### src/rtl/dcc_pkg.sv
package dcc_pkg;
  typedef enum logic [1:0] {
    ST_IDLE = 2'd0,
    ST_ROW  = 2'd1,
    ST_REF  = 2'd2,
    ST_COL  = 2'd3
  } dcc_state_e;

  typedef enum logic [1:0] {
    RK_NONE = 2'd0,
    RK_PINS = 2'd1,
    RK_CBR  = 2'd2,
    RK_WCBR = 2'd3
  } ref_kind_e;
endpackage

### src/rtl/dcc_edge_det.sv
module dcc_edge_det #(
  parameter int N = 3
) (
  input  logic         clk_i,
  input  logic         rst_ni,
  input  logic [N-1:0] lvl_i,
  output logic [N-1:0] fall_o
);
  logic [N-1:0] prev_q;

  always_ff @(posedge clk_i or negedge rst_ni) begin
    if (!rst_ni) prev_q <= '1;
    else         prev_q <= lvl_i;
  end

  for (genvar g = 0; g < N; g++) begin : g_fall
    assign fall_o[g] = prev_q[g] & ~lvl_i[g];
  end
endmodule

### src/rtl/dcc_ref_ctr.sv
module dcc_ref_ctr #(
  parameter int AW = 10
) (
  input  logic          clk_i,
  input  logic          rst_ni,
  input  logic          inc_i,
  output logic [AW-1:0] cnt_o
);
  logic [AW-1:0] cnt_q;

  always_ff @(posedge clk_i or negedge rst_ni) begin
    if (!rst_ni)    cnt_q <= '0;
    else if (inc_i) cnt_q <= cnt_q + 1'b1;
  end

  assign cnt_o = cnt_q;

  // counter steps by one per counter refresh, wrapping at full scale
  assert_ctr_step_R3: assert property (@(posedge clk_i) disable iff (!rst_ni)
    inc_i |=> cnt_o == AW'($past(cnt_o) + 1'b1));
endmodule

### src/rtl/dcc_cell_array.sv
module dcc_cell_array #(
  parameter int ROW_W = 3,
  parameter int COL_W = 3,
  parameter int DW    = 4
) (
  input  logic             clk_i,
  input  logic             rst_ni,
  input  logic [ROW_W-1:0] row_i,
  input  logic [COL_W-1:0] col_i,
  input  logic             we_i,
  input  logic             pair_i,
  input  logic [DW-1:0]    din_i,
  output logic [DW-1:0]    rd_o
);
  localparam int WORDS = 1 << (ROW_W + COL_W);
  localparam int IW    = ROW_W + COL_W;

  logic [DW-1:0]    mem_q [WORDS];
  logic [COL_W-1:0] col_ev, col_od;
  logic [IW-1:0]    idx, idx_ev, idx_od;
  logic [DW-1:0]    w_ev, w_od, cmp;

  assign col_ev = col_i & ~COL_W'(1);
  assign col_od = col_i |  COL_W'(1);
  assign idx    = {row_i, col_i};
  assign idx_ev = {row_i, col_ev};
  assign idx_od = {row_i, col_od};
  assign w_ev   = mem_q[idx_ev];
  assign w_od   = mem_q[idx_od];

  always_ff @(posedge clk_i or negedge rst_ni) begin
    if (!rst_ni) begin
      for (int i = 0; i < WORDS; i++) mem_q[i] <= '0;
    end else if (we_i) begin
      if (pair_i) begin
        mem_q[idx_ev] <= din_i;
        mem_q[idx_od] <= din_i;
      end else begin
        mem_q[idx] <= din_i;
      end
    end
  end

  // per-bit agreement of the column pair
  for (genvar b = 0; b < DW; b++) begin : g_cmp
    assign cmp[b] = ~(w_ev[b] ^ w_od[b]);
  end

  assign rd_o = pair_i ? cmp : mem_q[idx];
endmodule

### src/rtl/dcc_seq.sv
module dcc_seq
  import dcc_pkg::*;
#(
  parameter int AW    = 10,
  parameter int ROW_W = 3,
  parameter int COL_W = 3,
  parameter int DW    = 4
) (
  input  logic             clk_i,
  input  logic             rst_ni,
  input  logic             ras_fall_i,
  input  logic             cas_fall_i,
  input  logic             we_fall_i,
  input  logic             ras_ni,
  input  logic             cas_ni,
  input  logic             we_ni,
  input  logic             oe_ni,
  input  logic [AW-1:0]    addr_i,
  input  logic [AW-1:0]    cnt_i,
  input  logic [DW-1:0]    rd_i,
  output logic             cnt_inc_o,
  output logic [ROW_W-1:0] mem_row_o,
  output logic [COL_W-1:0] mem_col_o,
  output logic             mem_we_o,
  output logic             test_mode_o,
  output logic [DW-1:0]    dout_o,
  output logic             dout_en_o,
  output logic             ref_pulse_o,
  output logic [AW-1:0]    ref_row_o,
  output logic [1:0]       ref_kind_o
);
  dcc_state_e       state_q, state_d;
  ref_kind_e        kind_q;
  logic [ROW_W-1:0] row_q;
  logic [COL_W-1:0] col_q;
  logic             early_q, early_d;
  logic             tm_q, tm_d;
  logic [DW-1:0]    rd_q, rd_d;
  logic [DW-1:0]    dout_q;
  logic             en_q, en_d;
  logic             pulse_q;
  logic [AW-1:0]    ref_row_q;

  logic ras_rise, row_open, col_strobe, rmw_strobe, cbr;

  // ras can only rise from a non-idle state
  assign ras_rise   = ras_ni && (state_q != ST_IDLE);
  assign row_open   = (state_q == ST_ROW) || (state_q == ST_COL);
  assign col_strobe = row_open && !ras_rise && cas_fall_i;
  assign rmw_strobe = (state_q == ST_COL) && !ras_rise && !cas_ni && !cas_fall_i
                      && we_fall_i && !early_q;
  assign cbr        = ras_fall_i && !cas_ni;

  always_comb begin
    state_d = state_q;
    if (ras_fall_i)      state_d = cbr ? ST_REF : ST_ROW;
    else if (ras_rise)   state_d = ST_IDLE;
    else if (col_strobe) state_d = ST_COL;
  end

  always_comb begin
    tm_d = tm_q;
    if (cbr)                                tm_d = !we_ni;
    else if (ras_rise && state_q == ST_ROW) tm_d = 1'b0;
  end

  assign early_d = col_strobe ? !we_ni : early_q;
  assign rd_d    = (col_strobe && we_ni) ? rd_i : rd_q;
  assign en_d    = (state_d == ST_COL) && !cas_ni && !oe_ni && !early_d;

  assign mem_we_o  = (col_strobe && !we_ni) || rmw_strobe;
  assign mem_col_o = col_strobe ? addr_i[COL_W-1:0] : col_q;
  assign mem_row_o = row_q;
  assign cnt_inc_o = cbr;

  always_ff @(posedge clk_i or negedge rst_ni) begin
    if (!rst_ni) begin
      state_q   <= ST_IDLE;
      kind_q    <= RK_NONE;
      row_q     <= '0;
      col_q     <= '0;
      early_q   <= 1'b0;
      tm_q      <= 1'b0;
      rd_q      <= '0;
      dout_q    <= '0;
      en_q      <= 1'b0;
      pulse_q   <= 1'b0;
      ref_row_q <= '0;
    end else begin
      state_q <= state_d;
      early_q <= early_d;
      tm_q    <= tm_d;
      rd_q    <= rd_d;
      en_q    <= en_d;
      dout_q  <= en_d ? rd_d : '0;
      pulse_q <= ras_fall_i;
      if (col_strobe) col_q <= addr_i[COL_W-1:0];
      if (ras_fall_i) begin
        if (cbr) begin
          ref_row_q <= cnt_i;
          kind_q    <= we_ni ? RK_CBR : RK_WCBR;
        end else begin
          ref_row_q <= addr_i;
          kind_q    <= RK_PINS;
          row_q     <= addr_i[ROW_W-1:0];
        end
      end
    end
  end

  assign test_mode_o = tm_q;
  assign dout_o      = dout_q;
  assign dout_en_o   = en_q;
  assign ref_pulse_o = pulse_q;
  assign ref_row_o   = ref_row_q;
  assign ref_kind_o  = kind_q;

  assert_early_no_drive_R7: assert property (@(posedge clk_i) disable iff (!rst_ni)
    (col_strobe && !we_ni) |=> !dout_en_o);

  assert_tm_enter_R4: assert property (@(posedge clk_i) disable iff (!rst_ni)
    (ras_fall_i && !cas_ni && !we_ni) |=> test_mode_o);

  assert_tm_exit_R5: assert property (@(posedge clk_i) disable iff (!rst_ni)
    $fell(tm_q) |-> ($past(cbr) || $past(ras_rise && state_q == ST_ROW)));

  assert_ref_no_drive_R3: assert property (@(posedge clk_i) disable iff (!rst_ni)
    (state_q == ST_REF) |-> !dout_en_o);

  assert_strobe_off_R9: assert property (@(posedge clk_i) disable iff (!rst_ni)
    (cas_ni || oe_ni) |=> !dout_en_o);

  assert_quiet_bus_R12: assert property (@(posedge clk_i) disable iff (!rst_ni)
    !dout_en_o |-> dout_o == '0);

  assert_pulse_single_R2: assert property (@(posedge clk_i) disable iff (!rst_ni)
    ref_pulse_o |=> !ref_pulse_o);
endmodule

### src/rtl/dram_cycle_ctrl.sv
module dram_cycle_ctrl #(
  parameter int AW    = 10,
  parameter int DW    = 4,
  parameter int ROW_W = 3,
  parameter int COL_W = 3
) (
  input  logic          clk_i,
  input  logic          rst_ni,
  input  logic          ras_ni,
  input  logic          cas_ni,
  input  logic          we_ni,
  input  logic          oe_ni,
  input  logic [AW-1:0] addr_i,
  input  logic [DW-1:0] din_i,
  output logic [DW-1:0] dout_o,
  output logic          dout_en_o,
  output logic          test_mode_o,
  output logic          ref_pulse_o,
  output logic [AW-1:0] ref_row_o,
  output logic [1:0]    ref_kind_o
);
  localparam int NSTB = 3;

  logic [NSTB-1:0]  stb_fall;
  logic [AW-1:0]    cnt;
  logic             cnt_inc;
  logic [ROW_W-1:0] mem_row;
  logic [COL_W-1:0] mem_col;
  logic             mem_we;
  logic [DW-1:0]    rd;
  logic             tm;

  dcc_edge_det #(.N(NSTB)) u_edge (
    .clk_i  (clk_i),
    .rst_ni (rst_ni),
    .lvl_i  ({we_ni, cas_ni, ras_ni}),
    .fall_o (stb_fall)
  );

  dcc_ref_ctr #(.AW(AW)) u_ctr (
    .clk_i  (clk_i),
    .rst_ni (rst_ni),
    .inc_i  (cnt_inc),
    .cnt_o  (cnt)
  );

  dcc_cell_array #(.ROW_W(ROW_W), .COL_W(COL_W), .DW(DW)) u_array (
    .clk_i  (clk_i),
    .rst_ni (rst_ni),
    .row_i  (mem_row),
    .col_i  (mem_col),
    .we_i   (mem_we),
    .pair_i (tm),
    .din_i  (din_i),
    .rd_o   (rd)
  );

  dcc_seq #(.AW(AW), .ROW_W(ROW_W), .COL_W(COL_W), .DW(DW)) u_seq (
    .clk_i       (clk_i),
    .rst_ni      (rst_ni),
    .ras_fall_i  (stb_fall[0]),
    .cas_fall_i  (stb_fall[1]),
    .we_fall_i   (stb_fall[2]),
    .ras_ni      (ras_ni),
    .cas_ni      (cas_ni),
    .we_ni       (we_ni),
    .oe_ni       (oe_ni),
    .addr_i      (addr_i),
    .cnt_i       (cnt),
    .rd_i        (rd),
    .cnt_inc_o   (cnt_inc),
    .mem_row_o   (mem_row),
    .mem_col_o   (mem_col),
    .mem_we_o    (mem_we),
    .test_mode_o (tm),
    .dout_o      (dout_o),
    .dout_en_o   (dout_en_o),
    .ref_pulse_o (ref_pulse_o),
    .ref_row_o   (ref_row_o),
    .ref_kind_o  (ref_kind_o)
  );

  assign test_mode_o = tm;
endmodule

### config.mk
export PLATFORM = sky130hd
export DESIGN_NAME = dram_cycle_ctrl
export DESIGN_NICKNAME = d
export VERILOG_FILES = /design/src/rtl/dcc_pkg.sv /design/src/rtl/dcc_edge_det.sv /design/src/rtl/dcc_ref_ctr.sv /design/src/rtl/dcc_cell_array.sv /design/src/rtl/dcc_seq.sv /design/src/rtl/dram_cycle_ctrl.sv
export SDC_FILE = /design/constraint.sdc
export NUM_CORES = 1
export LEC_CHECK = 0
export CAP_MARGIN = 20
export CELL_PAD_IN_SITES_DETAIL_PLACEMENT = 1
export CELL_PAD_IN_SITES_GLOBAL_PLACEMENT = 2
export CORE_ASPECT_RATIO = 1.5
export CORE_UTILIZATION = 30
export DETAILED_ROUTE_END_ITERATION = 10
export DONT_BUFFER_PORTS = 1
export GPL_ROUTABILITY_DRIVEN = 0
export HOLD_SLACK_MARGIN = 0.03
export PLACE_DENSITY = 0.58
export SYNTH_ARGS = -nofsm -noshare
export SYNTH_HDL_FRONTEND = slang
export SYNTH_SLANG_ARGS = --single-unit
### constraint.sdc
create_clock -name clk_i -period 5.9 [get_ports clk_i]
set_input_delay 0.295 -clock clk_i [delete_from_list [all_inputs] [get_ports clk_i]]
set_output_delay 0.295 -clock clk_i [all_outputs]
set_load 0.005 [all_outputs]
==> out/metrics.cfg, run 1 <==
[final_layout]
final_cells=2193
multi_input_area_um2=8040
diodes=0
fill_cells=5773
area_delta_synth_final_pct=12.8
final_layout_size_suffix_gt1_share_pct=26.5
final-seq-area_um2=7540
fin_nets=1511

[floorplan]
io_pins=39
dieHeight_um=285
fp.dieW_um=191
start_util_pct=30.4
rows=103
fp.coreArea_um2=52700
die-area_um2=54400

[clock_network]
postCtsSetupRepairBufs=0
cts_tree=done
cts.sinks=301
clockBufferDepth=3
clock-root-buffer=clkbuf_16
ctsResizeCount=0
cts_made_buffers=31
cts.reportedPaths.clkPinSlew_ps=70
worstSkewPairLatency_ps=620
htreeDepth=1
hold_buffers=17

[synth]
ys_seq_area_share_pct=47.0
netlist_area_um2=16000
yosysTopAreaCell=dfrtp_1
avgSynthCellArea_um2=10.7
synthDistinctLibCells=67
synth_nets=1518
ys_warn_count=0
synth-main-ff-cell=dfrtp_1
async_reset_ff_share_pct=100
synth_area_leaders=dfrtp_1, mux2_2, nand2_1
synth-edff-count=0
synth_cells=1497
yosys_register_bits=301
yosysTopAreaCellShare_pct=46.5

[sta]
rsz0062_at_grt=false
tightest_slew_ps=1110
slew_viol_final=0
fin_crit_ps=4130
tns_ps=0
clock_skew_ps=34.8
hold_ws_ps=-626
relSlewSlack_pct=23.6
finalHoldViolCount=301
fmax_ghz=0.242
period_share_pct=70.1
setup_viol=0

[global_routing]
antenna_found_initial=0
grt_pass1_wl_mm=107
grt_pass1_vias=13900
grt_start_max_net_pins=302
grt_use_total_pct=27.8
overflow=0

[power_and_ir_drop]
total_power_uw=5770
vdd_drop_max_v=0.000197
p_leak_uw=0.00808
power_density_nw_per_um2=319

[worst_hold_path]
hp-class=input pin to asynchronous set/reset pin

[route]
postRouteWirelength_mm=74.4
first_iter_violations=1053
drt-pass1-iter-count=5
routedWlPerCell_um=33.9
drc=0
vias=13200
viasPerCell=6.04
ant_nets=0

[worst_setup_path]
endpoint_kind=flop
crit_type=flop to flop
start_kind=flop
cp.required_ps=6430
reg2reg_from=u_edge.prev_q[1]$_DFF_PN1_
ff2ff_path_depth=11
cp-startpoint=u_edge.prev_q[1]$_DFF_PN1_
cp_max_fo=37
arrival_ps=4660

[status]
status=finished, violations left
violations=hold timing

[placement]
numPortBuffers=0
dp.cells=2122
place_hpwl_mm=52.6

[flow_run]
cap_violations=0

## Yosys cell counts, types with 4 or more instances
cell         n
xnor2_1      8
nand3b_1     5
nor2b_1      6
a31oi_1     10
buf_1       10
o221ai_1     8
mux2i_1     84
a22oi_1     25
xor2_1       5
a32oi_1     10
buf_6        5
a2111oi_0    4
a21oi_1     33
nor3_1      11
nor4_1       7
nand2b_1    17
nor2_1      54
o21ai_0     45
nand3_1     51
mux2_2     271
dfrtp_1    298
mux2i_4      4
buf_4        5
o32ai_1     11
o211ai_1     4
nand2_1    231
buf_2       25
or2_2        4
clkbuf_1    56
inv_1        8
and2_1       5
o22ai_1     79
nand4_1     17
a221oi_1    25
nor3b_1      6
a211oi_1     4
## layout make-up
type / instances / share of cell area, %
Clock inverter: 15 / 0.975
Timing Repair Buffer: 61 / 3.33
Tap cell: 682 / 4.72
Inverter: 10 / 0.221
Sequential cell: 301 / 41.6
Multi-Input combinational cell: 1085 / 44.4
Clock buffer: 39 / 4.67
## flip-flops by register name (all words and copies together), names as in the netlist
signal,cells
u_array.mem_q,256
u_seq.test_mode_o,1
u_seq.state_q,2
u_seq.ref_pulse_o,1
u_seq.rd_q,4
u_seq.ref_kind_o,2
u_seq.dout_o,4
u_edge.prev_q,3
u_seq.col_q,3
u_seq.dout_en_o,1
u_seq.ref_row_o,10
u_seq.early_q,1
u_seq.mem_row_o,3
u_ctr.cnt_o,10
## final timing paths
kind,slack [ps],endpoint
max,1770,u_seq.dout_o[0]$_DFF_PN0_
min in group clk_i,70,u_seq.state_q[1]$_DFF_PN0_
min,-630,u_array.mem_q[102]$_DFFE_PN0P_
max in group asynchronous,5760,u_array.mem_q[182]$_DFFE_PN0P_
min reg2reg,490,u_ctr.cnt_o[9]$_DFFE_PN0P_
max reg2reg,1770,u_seq.dout_o[0]$_DFF_PN0_
## layer usage
metal  track usage [%]  share of wire (%)
met1              33.9                 39
met2              45.6                 48
met4              18.4                7.6
met3              3.89                5.7
met5                 0                  0
## cell families (layout without fill, tap and decap cells)
kind of cell / after synthesis / count (layout) / synth area share (%)
buf+inv: 111 / 125 / 3.14
fa+ha+maj: 1 / 1 / 0.0780
simple gates: 428 / 428 / 12.1
xor+xnor: 13 / 13 / 0.710
flops: 301 / 301 / 47.0
compound gates: 281 / 281 / 11.8
mux: 362 / 362 / 25.1
## worst max-delay path, stage by stage, from the launching register on
cell and delay (ps):
dfstp_2 570, nand4bb_4 410, mux2i_4 370, inv_4 510
buf_4 340, mux2i_1 150, a21oi_1 180, o21ai_0 170
a2111oi_0 790, a21oi_1 130, a21boi_1 180, nor3_1 220
## layout by cell type (no fill, tap or decap), types with 10 or more instances in the layout
master | netlist | layout
nor3_1 | 11 | 10
a22oi_1 | 25 | 25
clkbuf_16 | 0 | 31
nand4_1 | 17 | 17
a221oi_1 | 25 | 25
mux2i_1 | 84 | 80
nor2_1 | 54 | 49
o32ai_1 | 11 | 11
a31oi_1 | 10 | 10
nand2_1 | 231 | 231
nand3_1 | 51 | 51
a21oi_1 | 33 | 33
nand2b_1 | 17 | 17
o22ai_1 | 79 | 79
buf_4 | 5 | 41
o21ai_0 | 45 | 44
dlygate4sd3_1 | 0 | 13
mux2_2 | 271 | 271
dfrtp_1 | 298 | 298
a32oi_1 | 10 | 10
## through the flow
step | area (µm²) | setup slack, ps | util (%)
2_1_floorplan | 16000 | 3210 | -
3_3_place_gp | 16800 | 1740 | 31.9
3_5_place_dp | 16800 | 1820 | 31.9
4_1_cts | 18100 | 1790 | 34.3
5_1_grt | 18100 | 1610 | 34.3
6_report | 18100 | 1770 | 34.3
## where the power goes
group	switching (µW)	leakage (µW)	internal (µW)
sequential	116	0.00414	2140
clock	906	0.000495	1140
combinational	1010	0.00344	454
Power figures use the tool's default switching activity.
==> inputs of run 2 (changes only) <==
- clock period: 5.9 -> 4.3 ns (I/O delays scaled with it)
==> run 2 against run 1 <==
Effect of this change: the flow still finishes with violations (hold timing); routed wire length grew 1.3%; clock-buffer cell count rose by 1; first-iteration DRC count is 1.4% lower; final cell count is 0.82% higher; sequential share of layout area down 0.42 points; critical path type unchanged; final area increased by 1.0%; setup slack got worse by 1400 ps.
==> out/metrics.cfg, run 2 (synthesized netlist as in run 1, its figures left out) <==
[route]
ant_nets=0
viasPerCell=5.95
postRouteWirelength_mm=75.3
first_iter_violations=1038
route.met2.wl_mm=37.7
drc=0
dr_wl_met3_mm=4.38
vias=13200
routed.top_layer=met5
drt-pass1-iter-count=5
met1_length_mm=28.4
routedWlPerCell_um=34.1

[global_routing]
grt_pass1_wl_mm=108
grt_start_max_net_pins=302
antenna_found_initial=3
grt_use_total_pct=28.1
grt_pass1_vias=13900
overflow=0

[final_layout]
fin_area_um2=18300
final_cells=2211
fill_cells=5715
layout_commonest_cell=dfrtp_1
final_layout_size_suffix_gt1_share_pct=26.6
largest_reg_flops=256
area_delta_synth_final_pct=14.0
final_cell_mix=dfrtp_1, mux2_2, nand2_1
fin_util_pct=34.7
top_register=u_array.mem_q
fin_nets=1526

[worst_setup_path]
crit_type=flop to flop
crit_chain=buf_4, nor2_1, mux2i_4, o22ai_1, a32oi_1, nand3_1, mux2_2, or4_1, o211ai_2, and2_1
reg2reg_from=u_seq.col_q[1]$_DFF_PN0_
cp_max_fo=18
cpPeakStageDelay_ps=840
cp-startpoint=u_seq.col_q[1]$_DFF_PN0_
cp_num_buf_inv=1
cp_top_family=simple AND/OR/NAND/NOR gates
cp.required_ps=4840
arrival_ps=4500
cp.depth=10
r2r_slack_ps=340
endpoint=u_seq.dout_o[3]$_DFF_PN0_
rr_endpoint=u_seq.dout_o[3]$_DFF_PN0_
ff2ff_path_depth=10
slowest_stage=dfrtp_1
start_kind=flop
endpoint_kind=flop

[clock_network]
cts_tree=done
clockBufferDepth=3
cts.reportedPaths.clkPinSlew_ps=70
cts.sinks=301
htreeDepth=1
worstSkewPairLatency_ps=600
postCtsSetupRepairBufs=0
cts_made_buffers=31
hold_buffers=17
clock-root-buffer=clkbuf_16

[floorplan]
die-area_um2=54400
fp.dieW_um=191
rows=103
dieHeight_um=285
io_pins=39
start_util_pct=30.4
fp.coreArea_um2=52700

[sta]
tns_ps=0
relSlewSlack_pct=27.1
tightest_slew_ps=1060
fin_crit_ps=3960
setup_viol=0
slew_viol_final=0
period_share_pct=92.2
hold_ws_ps=-676
clock_skew_ps=16.2
rsz0062_at_grt=false
finalHoldViolCount=301
fmax_ghz=0.252

[power_and_ir_drop]
p_leak_uw=0.00821
vdd_drop_max_v=0.000291
power_density_nw_per_um2=443

[status]
violations=hold timing
status=finished, violations left

[flow_run]
cap_violations=0

[placement]
numPortBuffers=0
place_hpwl_mm=53.5
dp.cells=2137
placed_area_um2=17000

[worst_hold_path]
hp-class=input pin to asynchronous set/reset pin

-- run 2: cell types whose count changed in the layout (fill, tap and decap cells not counted), sizes merged --
cell	change
diode	+1
buf	+15
dlygate4sd3	-1
inv	-1
clkbuf	+1
dlymetal6s4s	+1
bufinv	+2
-- run 2: area by class of cell --
cell class	count	area [µm²]	share of cell area [%]
Clock buffer	40	850	4.65
Clock inverter	16	216	1.18
Inverter	10	40.0	0.219
Sequential cell	301	7540	41.2
Antenna cell	1	2.50	0.0137
Timing Repair Buffer	76	773	4.23
Tap cell	682	853	4.67
Multi-Input combinational cell	1085	8010	43.8
-- run 2: power breakdown --
group          switching, µW  total [µW]  internal, µW
combinational           1410        2070           660
sequential               169        3110          2940
clock                   1230        2920          1690
-- run 2: timing repair --
action	in CTS	in global routing
gates resized for setup	0	1
endpoints found under the setup margin	0	1
endpoints found under the hold margin	583	301
-- run 2: per-layer routing --
metal	GRT usage, %	vias up
li1	-	5547
met1	33.0	6854
met2	48.2	550
met3	4.15	198
met4	16.1	2
met5	0	-
-- run 2: worst min path at each step --
stage / from / endpoint / slack, ps / cells after the start
floorplan: rst_ni / u_array.mem_q[0]$_DFFE_PN0P_ / -80 / 0
global placement: rst_ni / u_array.mem_q[106]$_DFFE_PN0P_ / -70 / 0
detailed placement: rst_ni / u_array.mem_q[106]$_DFFE_PN0P_ / -70 / 0
CTS: rst_ni / u_array.mem_q[106]$_DFFE_PN0P_ / -710 / 0
global route: rst_ni / u_array.mem_q[106]$_DFFE_PN0P_ / -700 / 0
finish: rst_ni / u_array.mem_q[107]$_DFFE_PN0P_ / -680 / 0
-- run 2: through the flow --
step	worst slack [ps]	total power [µW]
after detailed placement	397	5110
after global placement	338	5110
after CTS	99.0	8120
after global routing	250	8320
after floorplan	1610	4230
final	337	8100
